<file path="src/rtl/ncq_pkg.sv">
package ncq_pkg;
  localparam logic [7:0] FIS_REG_D2H = 8'h34;

  typedef enum logic [1:0] {
    ST_IDLE = 2'd0,
    ST_SEND = 2'd1,
    ST_WAIT = 2'd2
  } sched_state_e;
endpackage

</file>
<file path="src/rtl/ncq_slot_maps.sv">
module ncq_slot_maps #(
  parameter int NUM_SLOTS = 32,
  parameter int TAG_W     = $clog2(NUM_SLOTS),
  parameter int DEPTH_W   = TAG_W + 1
) (
  input  logic                 clk_i,
  input  logic                 rst_ni,
  input  logic [DEPTH_W-1:0]   eff_depth_i,
  input  logic                 post_valid_i,
  input  logic [TAG_W-1:0]     post_slot_i,
  input  logic                 done_valid_i,
  input  logic [NUM_SLOTS-1:0] done_mask_i,
  input  logic                 clr_en_i,
  input  logic [TAG_W-1:0]     clr_tag_i,
  output logic [NUM_SLOTS-1:0] issue_q_o,
  output logic [NUM_SLOTS-1:0] active_q_o,
  output logic [NUM_SLOTS-1:0] depth_mask_o,
  output logic                 range_err_o
);
  logic [NUM_SLOTS-1:0] issue_d, active_d;
  logic                 post_ok;

  for (genvar g = 0; g < NUM_SLOTS; g++) begin : g_mask
    assign depth_mask_o[g] = (DEPTH_W'(g) < eff_depth_i);
  end

  assign post_ok = post_valid_i && ({1'b0, post_slot_i} < eff_depth_i);

  always_comb begin
    issue_d  = issue_q_o;
    active_d = active_q_o;
    if (clr_en_i)     issue_d[clr_tag_i] = 1'b0;
    if (done_valid_i) active_d = active_d & ~done_mask_i;
    // a fresh posting wins over a same-cycle clear
    if (post_ok) begin
      issue_d[post_slot_i]  = 1'b1;
      active_d[post_slot_i] = 1'b1;
    end
  end

  always_ff @(posedge clk_i or negedge rst_ni) begin
    if (!rst_ni) begin
      issue_q_o   <= '0;
      active_q_o  <= '0;
      range_err_o <= 1'b0;
    end else begin
      issue_q_o  <= issue_d;
      active_q_o <= active_d;
      if (post_valid_i && !post_ok) range_err_o <= 1'b1;
    end
  end

  assert_range_err_R2: assert property (@(posedge clk_i) disable iff (!rst_ni)
    post_valid_i && !post_ok |=> range_err_o);

  assert_clear_on_d2h_R7: assert property (@(posedge clk_i) disable iff (!rst_ni)
    clr_en_i && !(post_ok && post_slot_i == clr_tag_i) |=> !issue_q_o[$past(clr_tag_i)]);
endmodule

</file>
<file path="src/rtl/ncq_slot_pick.sv">
module ncq_slot_pick #(
  parameter int NUM_SLOTS = 32,
  parameter int TAG_W     = $clog2(NUM_SLOTS)
) (
  input  logic [NUM_SLOTS-1:0] elig_i,
  output logic                 found_o,
  output logic [TAG_W-1:0]     slot_o
);
  always_comb begin
    found_o = 1'b0;
    slot_o  = '0;
    for (int i = NUM_SLOTS - 1; i >= 0; i--) begin
      if (elig_i[i]) begin
        found_o = 1'b1;
        slot_o  = TAG_W'(i);
      end
    end
  end
endmodule

</file>
<file path="src/rtl/ncq_issue_fsm.sv">
module ncq_issue_fsm
  import ncq_pkg::*;
#(
  parameter int NUM_SLOTS = 32,
  parameter int TAG_W     = $clog2(NUM_SLOTS)
) (
  input  logic             clk_i,
  input  logic             rst_ni,
  input  logic             pick_found_i,
  input  logic [TAG_W-1:0] pick_slot_i,
  input  logic             rx_pending_i,
  input  logic             tx_ack_i,
  input  logic             reg_fis_i,
  input  logic             reg_ibit_i,
  output logic             tx_req_o,
  output logic [TAG_W-1:0] tx_tag_o,
  output logic             clr_en_o,
  output logic [TAG_W-1:0] clr_tag_o,
  output logic             irq_o,
  output logic             proto_err_o
);
  sched_state_e     state_q, state_d;
  logic [TAG_W-1:0] tag_q;
  logic             accept;

  assign accept    = reg_fis_i && (state_q == ST_WAIT);
  assign tx_req_o  = (state_q == ST_SEND);
  assign tx_tag_o  = tag_q;
  assign clr_en_o  = accept;
  assign clr_tag_o = tag_q;

  always_comb begin
    state_d = state_q;
    unique case (state_q)
      ST_IDLE: if (!rx_pending_i && pick_found_i) state_d = ST_SEND;
      ST_SEND: if (tx_ack_i) state_d = ST_WAIT;
      ST_WAIT: if (accept) state_d = ST_IDLE;
      default: state_d = ST_IDLE;
    endcase
  end

  always_ff @(posedge clk_i or negedge rst_ni) begin
    if (!rst_ni) begin
      state_q     <= ST_IDLE;
      tag_q       <= '0;
      irq_o       <= 1'b0;
      proto_err_o <= 1'b0;
    end else begin
      state_q <= state_d;
      if (state_q == ST_IDLE && state_d == ST_SEND) tag_q <= pick_slot_i;
      irq_o <= accept && reg_ibit_i;
      if (reg_fis_i && !accept) proto_err_o <= 1'b1;
    end
  end

  assert_hold_req_R6: assert property (@(posedge clk_i) disable iff (!rst_ni)
    tx_req_o && !tx_ack_i |=> tx_req_o && $stable(tx_tag_o));

  assert_interlock_R6: assert property (@(posedge clk_i) disable iff (!rst_ni)
    tx_req_o && tx_ack_i |=> !tx_req_o);

  assert_yield_rx_R5: assert property (@(posedge clk_i) disable iff (!rst_ni)
    !tx_req_o && rx_pending_i |=> !tx_req_o);

  assert_quiet_d2h_R7: assert property (@(posedge clk_i) disable iff (!rst_ni)
    reg_fis_i && !reg_ibit_i |=> !irq_o);

  assert_stray_d2h_R8: assert property (@(posedge clk_i) disable iff (!rst_ni)
    reg_fis_i && !tx_req_o && !clr_en_o |=> proto_err_o && !irq_o);
endmodule

</file>
<file path="src/rtl/ncq_issue_sched.sv">
module ncq_issue_sched
  import ncq_pkg::*;
#(
  parameter int NUM_SLOTS = 32,
  localparam int TAG_W    = $clog2(NUM_SLOTS),
  localparam int DEPTH_W  = TAG_W + 1
) (
  input  logic                 clk_i,
  input  logic                 rst_ni,
  input  logic [DEPTH_W-1:0]   dev_depth_i,
  input  logic                 post_valid_i,
  input  logic [TAG_W-1:0]     post_slot_i,
  input  logic                 done_valid_i,
  input  logic [NUM_SLOTS-1:0] done_mask_i,
  input  logic                 rx_pending_i,
  input  logic                 rx_valid_i,
  input  logic [7:0]           rx_type_i,
  input  logic                 rx_ibit_i,
  input  logic                 tx_ack_i,
  output logic                 tx_req_o,
  output logic [TAG_W-1:0]     tx_tag_o,
  output logic [NUM_SLOTS-1:0] issue_map_o,
  output logic [NUM_SLOTS-1:0] active_map_o,
  output logic                 irq_o,
  output logic                 range_err_o,
  output logic                 proto_err_o
);
  logic [DEPTH_W-1:0]   eff_depth;
  logic [NUM_SLOTS-1:0] depth_mask, elig;
  logic                 pick_found, clr_en, reg_fis;
  logic [TAG_W-1:0]     pick_slot, clr_tag;

  assign eff_depth = (dev_depth_i < DEPTH_W'(NUM_SLOTS)) ? dev_depth_i : DEPTH_W'(NUM_SLOTS);
  assign elig      = issue_map_o & depth_mask;
  assign reg_fis   = rx_valid_i && (rx_type_i == FIS_REG_D2H);

  ncq_slot_maps #(.NUM_SLOTS(NUM_SLOTS), .TAG_W(TAG_W), .DEPTH_W(DEPTH_W)) u_maps (
    .clk_i, .rst_ni,
    .eff_depth_i (eff_depth),
    .post_valid_i, .post_slot_i, .done_valid_i, .done_mask_i,
    .clr_en_i    (clr_en),
    .clr_tag_i   (clr_tag),
    .issue_q_o   (issue_map_o),
    .active_q_o  (active_map_o),
    .depth_mask_o(depth_mask),
    .range_err_o
  );

  ncq_slot_pick #(.NUM_SLOTS(NUM_SLOTS), .TAG_W(TAG_W)) u_pick (
    .elig_i (elig),
    .found_o(pick_found),
    .slot_o (pick_slot)
  );

  ncq_issue_fsm #(.NUM_SLOTS(NUM_SLOTS), .TAG_W(TAG_W)) u_fsm (
    .clk_i, .rst_ni,
    .pick_found_i(pick_found),
    .pick_slot_i (pick_slot),
    .rx_pending_i, .tx_ack_i,
    .reg_fis_i   (reg_fis),
    .reg_ibit_i  (rx_ibit_i),
    .tx_req_o, .tx_tag_o,
    .clr_en_o    (clr_en),
    .clr_tag_o   (clr_tag),
    .irq_o, .proto_err_o
  );

  assert_tag_pending_R3: assert property (@(posedge clk_i) disable iff (!rst_ni)
    tx_req_o |-> issue_map_o[tx_tag_o]);

  assert_lowest_first_R4: assert property (@(posedge clk_i) disable iff (!rst_ni)
    $rose(tx_req_o) |-> ($past(elig) & ((NUM_SLOTS'(1) << tx_tag_o) - NUM_SLOTS'(1))) == '0);
endmodule

</file>
<file path="config.mk">
export PLATFORM = sky130hd
export DESIGN_NAME = ncq_issue_sched
export DESIGN_NICKNAME = d
export VERILOG_FILES = /design/src/rtl/ncq_pkg.sv /design/src/rtl/ncq_slot_maps.sv /design/src/rtl/ncq_slot_pick.sv /design/src/rtl/ncq_issue_fsm.sv /design/src/rtl/ncq_issue_sched.sv
export SDC_FILE = /design/constraint.sdc
export NUM_CORES = 1
export LEC_CHECK = 0
export CORE_ASPECT_RATIO = 1.5
export CORE_MARGIN = 5
export CORE_UTILIZATION = 40
export CTS_CLUSTER_DIAMETER = 40
export DETAILED_ROUTE_END_ITERATION = 10
export GPL_TIMING_DRIVEN = 1
export PLACE_DENSITY = 0.79
export SETUP_SLACK_MARGIN = 0.4
export SLEW_MARGIN = 25
export SYNTH_ARGS = -nofsm -noshare
export SYNTH_HDL_FRONTEND = slang
export SYNTH_HIERARCHICAL = 1
export SYNTH_SLANG_ARGS = --single-unit
</file>
<file path="constraint.sdc">
create_clock -name clk_i -period 3.8 [get_ports clk_i]
set_input_delay 0.95 -clock clk_i [delete_from_list [all_inputs] [get_ports clk_i]]
set_output_delay 0.95 -clock clk_i [all_outputs]
set_load 0.02 [all_outputs]
</file>
Word level (Yosys, flattened, before mapping). Cells that the tools add are included.

Flip-flop bits (word level): 74. Input bits: 59. Output and inout bits: 73.

Order comparisons: 38. Eq/ne operators: 4. Multiplexer cells: 77. Bitwise logic cells: 7. Reductions and logical operators: 14.

Operator list (count): $mux W5 (32); $mux W32 (4); $and A32 B32 Y32 (3); $lt A5 B6 Y1 const A (16); $not A32 Y32 (2); $or A32 B32 Y32 (2); $lt A4 B6 Y1 const A (8); $mux W1 (34); $lt A3 B6 Y1 const A (4); $lt A1 B6 Y1 const A (2); $lt A2 B6 Y1 const A (2); $lt A5 B6 Y1 const B (2); $demux W1 S5 (2); $ge A5 B1 Y1 const B (2); $logic_and A1 B1 Y1 (10); $eq A8 B6 Y1 const B (1); $lt A5 B6 Y1 (1); $lt A6 B6 Y1 const B (1); $mux W2 (3); $mux W6 (1); $pmux W2 S3 (1); $eq A2 B1 Y1 const B (2); $logic_not A1 Y1 (3); $eq A2 B2 Y1 const B (1); $logic_not A2 Y1 (1).

Longest topological paths before layout. Gate-level depths: netlist of run 1.

Depth in word-level cells: 41. Mapped depth: 13. Depth with buffers taken out: 12.

Modules after synthesis. Netlist of run 1, hierarchy kept.

By module, submodules not included: ncq_slot_maps (instances 1, cells an instance 345, area each 3119.2 um^2, seq. area each 1626.6 um^2); ncq_issue_fsm (instances 1, cells an instance 29, area each 411.6 um^2, seq. area each 225.2 um^2); ncq_slot_pick (instances 1, cells an instance 65, area each 370.4 um^2, seq. area each 0.0 um^2); ncq_issue_sched (instances 1, cells an instance 40, area each 257.7 um^2, seq. area each 0.0 um^2).

Least setup slack after synthesis of run 1. OpenSTA, ideal clock, no wires.

Kind: input -> register. Start: in dev_depth_i[1]. End: reg u_fsm.tag_q[0], in the netlist u_fsm/clr_tag_o[0]. Arrival time: 2972 ps. Slack: 703 ps. Stages: 12. Buffers on the path: 1. Cell sequence: nor2b_1 -> clkbuf_1 -> nand2_1 -> inv_1 -> a21oi_1 -> o21ai_0 -> and2_1 -> or4_4 -> nor3_1 -> nand3b_1 -> nor4b_4 -> mux2_2.

Elaborated cells between the ends (all ways): 104.

RTL lines: start: declaration (line ncq_issue_sched.sv:10) `input logic [DEPTH_W-1:0] dev_depth_i,`; $lt A6 B6 Y1 (line ncq_issue_sched.sv:33) `assign eff_depth = (dev_depth_i < DEPTH_W'(NUM_SLOTS)) ? dev_depth_i : DEPTH_W'(NUM_SLOTS);`; $mux W6 (*) (line ncq_issue_sched.sv:33); $lt A5 B6 Y1 (*) (line ncq_slot_maps.sv:24) `assign depth_mask_o[g] = (DEPTH_W'(g) < eff_depth_i);`; via depth_mask[22] (line ncq_issue_sched.sv:29) `logic [NUM_SLOTS-1:0] depth_mask, elig;`; $and A32 B32 Y32 (*) (line ncq_issue_sched.sv:34) `assign elig = issue_map_o & depth_mask;`; via elig[22] (line ncq_issue_sched.sv:29); $mux W1 (*) (23 in series) (line ncq_slot_pick.sv:13) `if (elig_i[i]) begin`; via pick_found (line ncq_issue_sched.sv:30) `logic pick_found, clr_en, reg_fis;`; $logic_and A1 B1 Y1 (*) (line ncq_issue_fsm.sv:35) `ST_IDLE: if (!rx_pending_i && pick_found_i) state_d = ST_SEND;`; $mux W2 (*) (line ncq_issue_fsm.sv:35); $pmux W2 S3 (*) (line ncq_issue_fsm.sv:34) `unique case (state_q)`; $eq A2 B1 Y1 (*) (line ncq_issue_fsm.sv:50) `if (state_q == ST_IDLE && state_d == ST_SEND) tag_q <= pick_slot_i;`; $logic_and A1 B1 Y1 (*) (line ncq_issue_fsm.sv:50); end signal: assignment (line ncq_issue_fsm.sv:50); end: declaration (line ncq_issue_fsm.sv:23) `logic [TAG_W-1:0] tag_q;`.

The timed path passes the listed nets; every way through them passes the cells marked *. A chain may end at the register's enable or synchronous reset.

Worst setup path after layout of run 1.
Start: in dev_depth_i[0]. End: reg u_fsm.tag_q[1], in the netlist u_fsm/clr_tag_o[1].

Elaborated cells between the ends (all ways): 104.

RTL lines: $lt A6 B6 Y1 (line ncq_issue_sched.sv:33); $mux W6 (*) (line ncq_issue_sched.sv:33); via eff_depth[0] (line ncq_issue_sched.sv:28) `logic [DEPTH_W-1:0] eff_depth;`; $lt A5 B6 Y1 (*) (line ncq_slot_maps.sv:24); via depth_mask[22] (line ncq_issue_sched.sv:29); $and A32 B32 Y32 (*) (line ncq_issue_sched.sv:34); via elig[22] (line ncq_issue_sched.sv:29); $mux W1 (*) (23 in series) (line ncq_slot_pick.sv:13); via pick_found (line ncq_issue_sched.sv:30); $logic_and A1 B1 Y1 (*) (line ncq_issue_fsm.sv:35); $mux W2 (*) (line ncq_issue_fsm.sv:35); $pmux W2 S3 (*) (line ncq_issue_fsm.sv:34); $eq A2 B1 Y1 (*) (line ncq_issue_fsm.sv:50); $logic_and A1 B1 Y1 (*) (line ncq_issue_fsm.sv:50).

Marked as above.

==> results of run 1 <==
cells in the final DEF, fill, tap and decap left out, types with 3 or more instances in the layout:
cell             Yosys  routed
o2111ai_2            4       4
ha_1                 4       4
and2_4               0       6
nor4_4               0       3
nor2_1              23      21
a21oi_1             16      14
nand2_1             88      87
inv_1               17      14
o21ai_0             71      69
clkbuf_16            0       9
inv_2                0       3
nor4_1               7       4
buf_6                4       5
a21o_1               3       3
or3b_2               5       5
mux2_4               0       4
o21ai_2             16      17
nor2b_4              0       4
nand3b_1             9       9
and2b_2              3       3
dlymetal6s2s_1       0       4
clkdlybuf4s50_1      0     124
and2_1              35      28
o21ai_1             25      26
dfrtp_1             74      74
buf_4                6      44
nor3_1               9       8
nand3_1              7       6
synth_stat cells, drive strengths merged (4+ instances only):
cell type | count | area (sq um)
a21o | 4 | 31.3
a21oi | 17 | 96.4
and2 | 35 | 219
and2b | 4 | 33.8
buf | 13 | 104
clkbuf | 8 | 30.0
dfrtp | 74 | 1850
ha | 4 | 50.1
inv | 17 | 63.8
mux2 | 5 | 56.3
nand2 | 88 | 330
nand3 | 7 | 35.0
nand3b | 9 | 67.6
nor2 | 23 | 86.3
nor2b | 5 | 31.3
nor3 | 9 | 45.0
nor4 | 7 | 43.8
o2111ai | 5 | 68.8
o21ai | 112 | 621
or3b | 5 | 43.8
per-stage QoR:
stage / total power (uW) / TNS [ns] / hold slack [ns]
floorplan: 1600 / 0 / 0.487
global placement: 2100 / -0.727 / 0.445
detailed placement: 2120 / -0.880 / 0.444
CTS: 2980 / 0 / 0.458
global route: 3210 / 0 / 0.489
finish: 3060 / 0 / 0.452
cell type report:
type	count	share of cell area, %
timing repair buffer	180	26.8
clock buffer	9	3.56
sequential	74	29.3
clock inverter	7	1.21
multi-input combinational	367	35.8
inverter	17	1.01
tap	117	2.32
critical path: stages:
cell and delay [ns]:
clkdlybuf4s50_1 0.39, nor2b_2 0.18, nand2_1 0.11, inv_2 0.07, a21oi_2 0.12, o21ai_0 0.08, and2_4 0.15, or4_4 0.50
nor3_4 0.20, nand3b_1 0.12, nor4b_4 0.16, buf_4 0.15, mux2_4 0.29
flip-flops by register name, summed over array words and instances, names as in the netlist:
signal	flops
u_maps/range_err_o	1
u_maps/active_q_o	32
u_fsm/clr_tag_o	5
u_fsm/proto_err_o	1
u_fsm/state_q	2
u_maps/issue_q_o	32
u_fsm/irq_o	1
routing by layer:
metal	global-route usage [%]	share of wire, %	vias to the layer above
met3	4.96	7.4	34
li1	-	-	2014
met4	10.5	3.9	0
met2	42.0	52	211
met1	26.8	37	2083
met5	0	0	-
where the power goes:
part           switching, uW  total [uW]  internal, uW
Sequential               148        1060           914
Combinational            576        1140           567
Clock                    339         851           512
Total                   1060        3060          1990
logic make-up after synthesis:
kind of cell             synth area share, %
multiplexers                            1.35
adder cells (fa/ha/maj)                 1.20
buffers and inverters                   4.75
AO/OA/AOI/OAI                           22.2
AND/OR/NAND/NOR                         26.0
flip-flops                              44.5
final timing paths:
path                                         to  cells after the start
setup / recovery             u_fsm/clr_tag_o[1]                     13
hold / removal                u_fsm/proto_err_o                      1
setup reg to reg             u_fsm/clr_tag_o[1]                      7
hold reg to reg               u_fsm/proto_err_o                      1
max in group asynchronous   u_maps/issue_q_o[1]                      1
min in group asynchronous  u_maps/issue_q_o[16]                      1
timing repair:
item / in CTS / in global routing
pin swaps: 0 / 8
gates resized for setup: 3 / 51
endpoints found under the hold margin: 0 / 0
setup buffers: 0 / 10
endpoints found under the setup margin: 6 / 5
==> impl_metrics.json, run 1 <==
{
  "pwr_density_cell_nw_per_um2": 483,
  "crit_type": "primary input to register",
  "grt_max_degree": 75,
  "place_area_sq_um": 5770,
  "maxSlewViolCount": 0,
  "peakVddDrop_uv": 274,
  "synth_edf_count": 0,
  "worst_slew_pin_slew_ns": 0.648,
  "drive_gt1_share_pct": 20.8,
  "clkTransAtPathRegs_ns": 0.06,
  "synth_cells": 479,
  "cts_hold_buffers": 0,
  "fin_crit_sh_pct": 85.9,
  "layout-area-overhead-vs-synth_pct": 52.0,
  "cts_tree": "built",
  "place_inst": 745,
  "pre_cts_ws_ns": -0.185,
  "yosysWarnings": 6,
  "maxCapViolations": 0,
  "drc_errors": 0,
  "first_pass_iters": 5,
  "clock_sinks": 74,
  "vias_per_cell": 5.63,
  "root_buffer": "clkbuf_16",
  "setup_viol": 0,
  "fin_util_pct": 62.4,
  "clk_latency_ns": 0.34,
  "min_path_type": "register to register",
  "h-tree-depth": 3,
  "die_area_sq_um": 12600,
  "hp-start": "u_fsm/proto_err_o",
  "synth-main-ff-cell": "dfrtp_1",
  "io_pins": 132,
  "worst_slack_ns": 0.536,
  "crit-reg2reg-launch": "u_maps/issue_q_o[23]",
  "grt_pass1_vias": 4419,
  "via_count": 4342,
  "groute.usage.overall_pct": 23.6,
  "dp_hpwl_microns": 11100,
  "wl_microns": 14800,
  "antenna_found_initial": 0,
  "core_sq_um": 10100,
  "synth_area_sq_um": 4160,
  "rsz0062_at_grt": "no",
  "critPathArrivalTime_ns": 3.48,
  "final_cells": 771,
  "wl_per_cell_microns": 19.2,
  "n_antenna_cell": 0,
  "multi_input_area_sq_um": 2260,
  "first_iter_violations": 246,
  "nFillCells": 873,
  "cts_made_buffers": 9,
  "regToRegSetupSlack_ns": 1.58,
  "synth_seq_area_share_pct": 44.5,
  "startpoint": "dev_depth_i[0]",
  "crit_required_ns": 4.01,
  "start_util_pct": 41.0,
  "die_h_microns": 135,
  "ys_ff_latch": 74,
  "synth-async-reset-ratio_pct": 100,
  "overflow": 0,
  "crit_fanout": 5,
  "cp-end-kind": "register",
  "port_buffers": 131,
  "crit_path_start_kind": "primary input",
  "p_leak_uw": 0.00266,
  "die_w_microns": 93.3,
  "finalHoldViolations": 0,
  "max_slew_margin_pct": 56.8,
  "status": "completed",
  "min_period_ns": 3.26,
  "num-nets-final": 712,
  "regArea_sq_um": 1850,
  "skew_ns": 0.00731,
  "stdcell_area_sq_um": 6320,
  "max_freq_mhz": 306,
  "row_count": 45,
  "grt_pass1_wl_microns": 22900,
  "avgSynthCellArea_sq_um": 8.68,
  "synth.distinct_cells": 51,
  "syn_nets": 542,
  "gp_congestion": 0.943,
  "drtAntennaViolNets": 0,
  "clockBufferDepth": 2
}
No activity file was read; power rests on OpenSTA's default activity.
==> run 2: changes to the inputs <==
--- a/config.mk
+++ b/config.mk
@@ -10,6 +10,7 @@
 export CORE_UTILIZATION = 40
 export CTS_CLUSTER_DIAMETER = 40
 export DETAILED_ROUTE_END_ITERATION = 10
+export GPL_ROUTABILITY_DRIVEN = 0
 export GPL_TIMING_DRIVEN = 1
 export PLACE_DENSITY = 0.79
 export SETUP_SLACK_MARGIN = 0.4
==> run 2 against run 1 <==
The flow now finishes with violations (design-rule violations). Flip-flop and latch count unchanged. Clock power is 8.2% higher. Largest cell class unchanged. Maximum frequency down 3.0%. Critical endpoint unchanged.
==> impl_metrics.json, run 2 (synthesis results as in run 1) <==
{
  "h-tree-depth": 3,
  "rsz0062_at_grt": "no",
  "nFillCells": 886,
  "p_leak_uw": 0.00252,
  "wl_microns": 14500,
  "die_w_microns": 93.3,
  "cts_tree": "built",
  "crit_fanout": 5,
  "drc_errors": 1,
  "pwr-share-clk_pct": 30.1,
  "maxCapViolations": 0,
  "seqPwrFrac_pct": 34.8,
  "violations": "design-rule violations",
  "layout_commonest_cell": "clkdlybuf4s50_1",
  "cts_hold_buffers": 0,
  "pwr_density_cell_nw_per_um2": 499,
  "clockBufferDepth": 2,
  "fin_tns_setup_ns": 0,
  "maxSlewViolCount": 0,
  "regToRegSetupSlack_ns": 1.60,
  "max_freq_mhz": 297,
  "core_sq_um": 10100,
  "fin_crit_sh_pct": 88.6,
  "min_path_type": "register to register",
  "row_count": 45,
  "overflow": 0,
  "first_iter_violations": 315,
  "multi_input_area_sq_um": 2200,
  "final_cells": 751,
  "place_inst": 732,
  "grt_max_degree": 75,
  "combinationalPowerShare_pct": 35.0,
  "antenna_found_initial": 0,
  "place_area_sq_um": 5680,
  "grt_pass1_vias": 4467,
  "port_buffers": 131,
  "hold_ws_ns": 0.467,
  "critPathArrivalTime_ns": 3.58,
  "drive_gt1_share_pct": 17.0,
  "skew_ns": 0.00402,
  "crit_chain": "clkdlybuf4s50_1 -> nor2b_1 -> buf_4 -> nor4_4 -> buf_4 -> nand2_1 -> and2_4 -> nor4_4 -> nand3_2 -> nand3b_1 -> nor4b_4 -> buf_4 -> mux2_2",
  "hold_end": "u_fsm/proto_err_o",
  "stdcell_area_sq_um": 6130,
  "groute.usage.overall_pct": 23.3,
  "p_sw_share_pct": 34.0,
  "dp_hpwl_microns": 10800,
  "cpPeakStageDelay_ns": 0.39,
  "n_antenna_cell": 0,
  "setup_viol": 0,
  "regArea_sq_um": 1850,
  "grt_pass1_wl_microns": 22900,
  "first_pass_iters": 8,
  "clkTransAtPathRegs_ns": 0.06,
  "switchingPower_uw": 1040,
  "final_cell_mix": "clkdlybuf4s50_1 (126), nand2_1 (88), dfrtp_1 (74)",
  "num-nets-final": 692,
  "die_h_microns": 135,
  "worst_slew_pin_slew_ns": 0.661,
  "reg2reg_to": "u_fsm/clr_tag_o[1]",
  "via_count": 4300,
  "drtAntennaViolNets": 0,
  "internal-power_uw": 2020,
  "crit-reg2reg-launch": "u_maps/issue_q_o[23]",
  "crit_type": "primary input to register",
  "r2r_cells": 7,
  "cp_common_cell": "buf_4",
  "root_buffer": "clkbuf_16",
  "io_pins": 132,
  "layout-area-overhead-vs-synth_pct": 47.3,
  "hp-start": "u_fsm/proto_err_o",
  "min_period_ns": 3.37,
  "clk_latency_ns": 0.33,
  "peakVddDrop_uv": 320,
  "status": "finished with violations",
  "holdPathStages": 1,
  "crit_path_start_kind": "primary input",
  "finalHoldViolations": 0,
  "die_area_sq_um": 12600,
  "clock_sinks": 74,
  "max_slew_margin_pct": 55.9,
  "fin_util_pct": 60.5,
  "cp-end-kind": "register",
  "crit_required_ns": 4.02,
  "vias_per_cell": 5.73,
  "worst_path_max_delay_cell": "clkdlybuf4s50_1",
  "wl_per_cell_microns": 19.3,
  "cts_made_buffers": 9,
  "start_util_pct": 41.0
}
## run 2: repair_timing
item                       CTS  global route
setup endpoints to repair    6             6
hold endpoints to repair     0             0
gates resized for setup      4            28
pin swaps                    0            10
setup buffers                0             3
## run 2: worst max path at each step
stage / start / endpoint / slack (ns)
floorplan: dev_depth_i[1] / u_fsm/clr_tag_o[0] / 0.70
global placement: dev_depth_i[5] / u_fsm/clr_tag_o[2] / -0.02
detailed placement: dev_depth_i[5] / u_fsm/clr_tag_o[1] / -0.18
CTS: dev_depth_i[3] / u_fsm/clr_tag_o[1] / 0.43
global route: dev_depth_i[2] / u_fsm/clr_tag_o[3] / 0.32
finish: dev_depth_i[2] / u_fsm/clr_tag_o[1] / 0.43
## run 2: per-layer routing
| metal | track usage [%] | wire [microns] | vias to the layer above |
|---|---|---|---|
| li1 | - | - | 1988 |
| met1 | 24.8 | 5110 | 2012 |
| met2 | 40.4 | 7450 | 238 |
| met3 | 7.25 | 1230 | 62 |
| met4 | 13.2 | 724 | 0 |
| met5 | 0 | 0 | - |
## run 2: power by group through the flow
| stage | registers [uW] | logic (uW) | clock network, uW |
|---|---|---|---|
| 4_1_cts | 1060 | 1020 | 933 |
| 6_report | 1060 | 1070 | 921 |
| 3_3_place_gp | 1070 | 984 | 0 |
| 3_5_place_dp | 1080 | 1010 | 0 |
| 2_1_floorplan | 1140 | 463 | 0 |
| 5_1_grt | 1080 | 1140 | 969 |
## run 2: stage by stage
step / total power (uW) / worst slack, ns
floorplan: 1600 / 0.703
CTS: 3020 / 0.429
finish: 3050 / 0.434
detailed placement: 2090 / -0.181
global route: 3190 / 0.324
global placement: 2060 / -0.0223
## run 2: worst max-delay path, delay by kind of cell
| family | cells | cell delay [ns] |
|---|---|---|
| buffers and inverters | 4 | 0.91 |
| muxes | 1 | 0.27 |
| and+or+nand+nor | 8 | 1.44 |
## run 2: area by class of cell
cell class,instances,share of cell area [%]
clock buffers,10,3.90
repair buffers,160,25.0
inverters,17,1.04
multi-input cells,367,36.0
clock inverters,6,1.47
flip-flops and latches,74,30.2
well taps,117,2.39
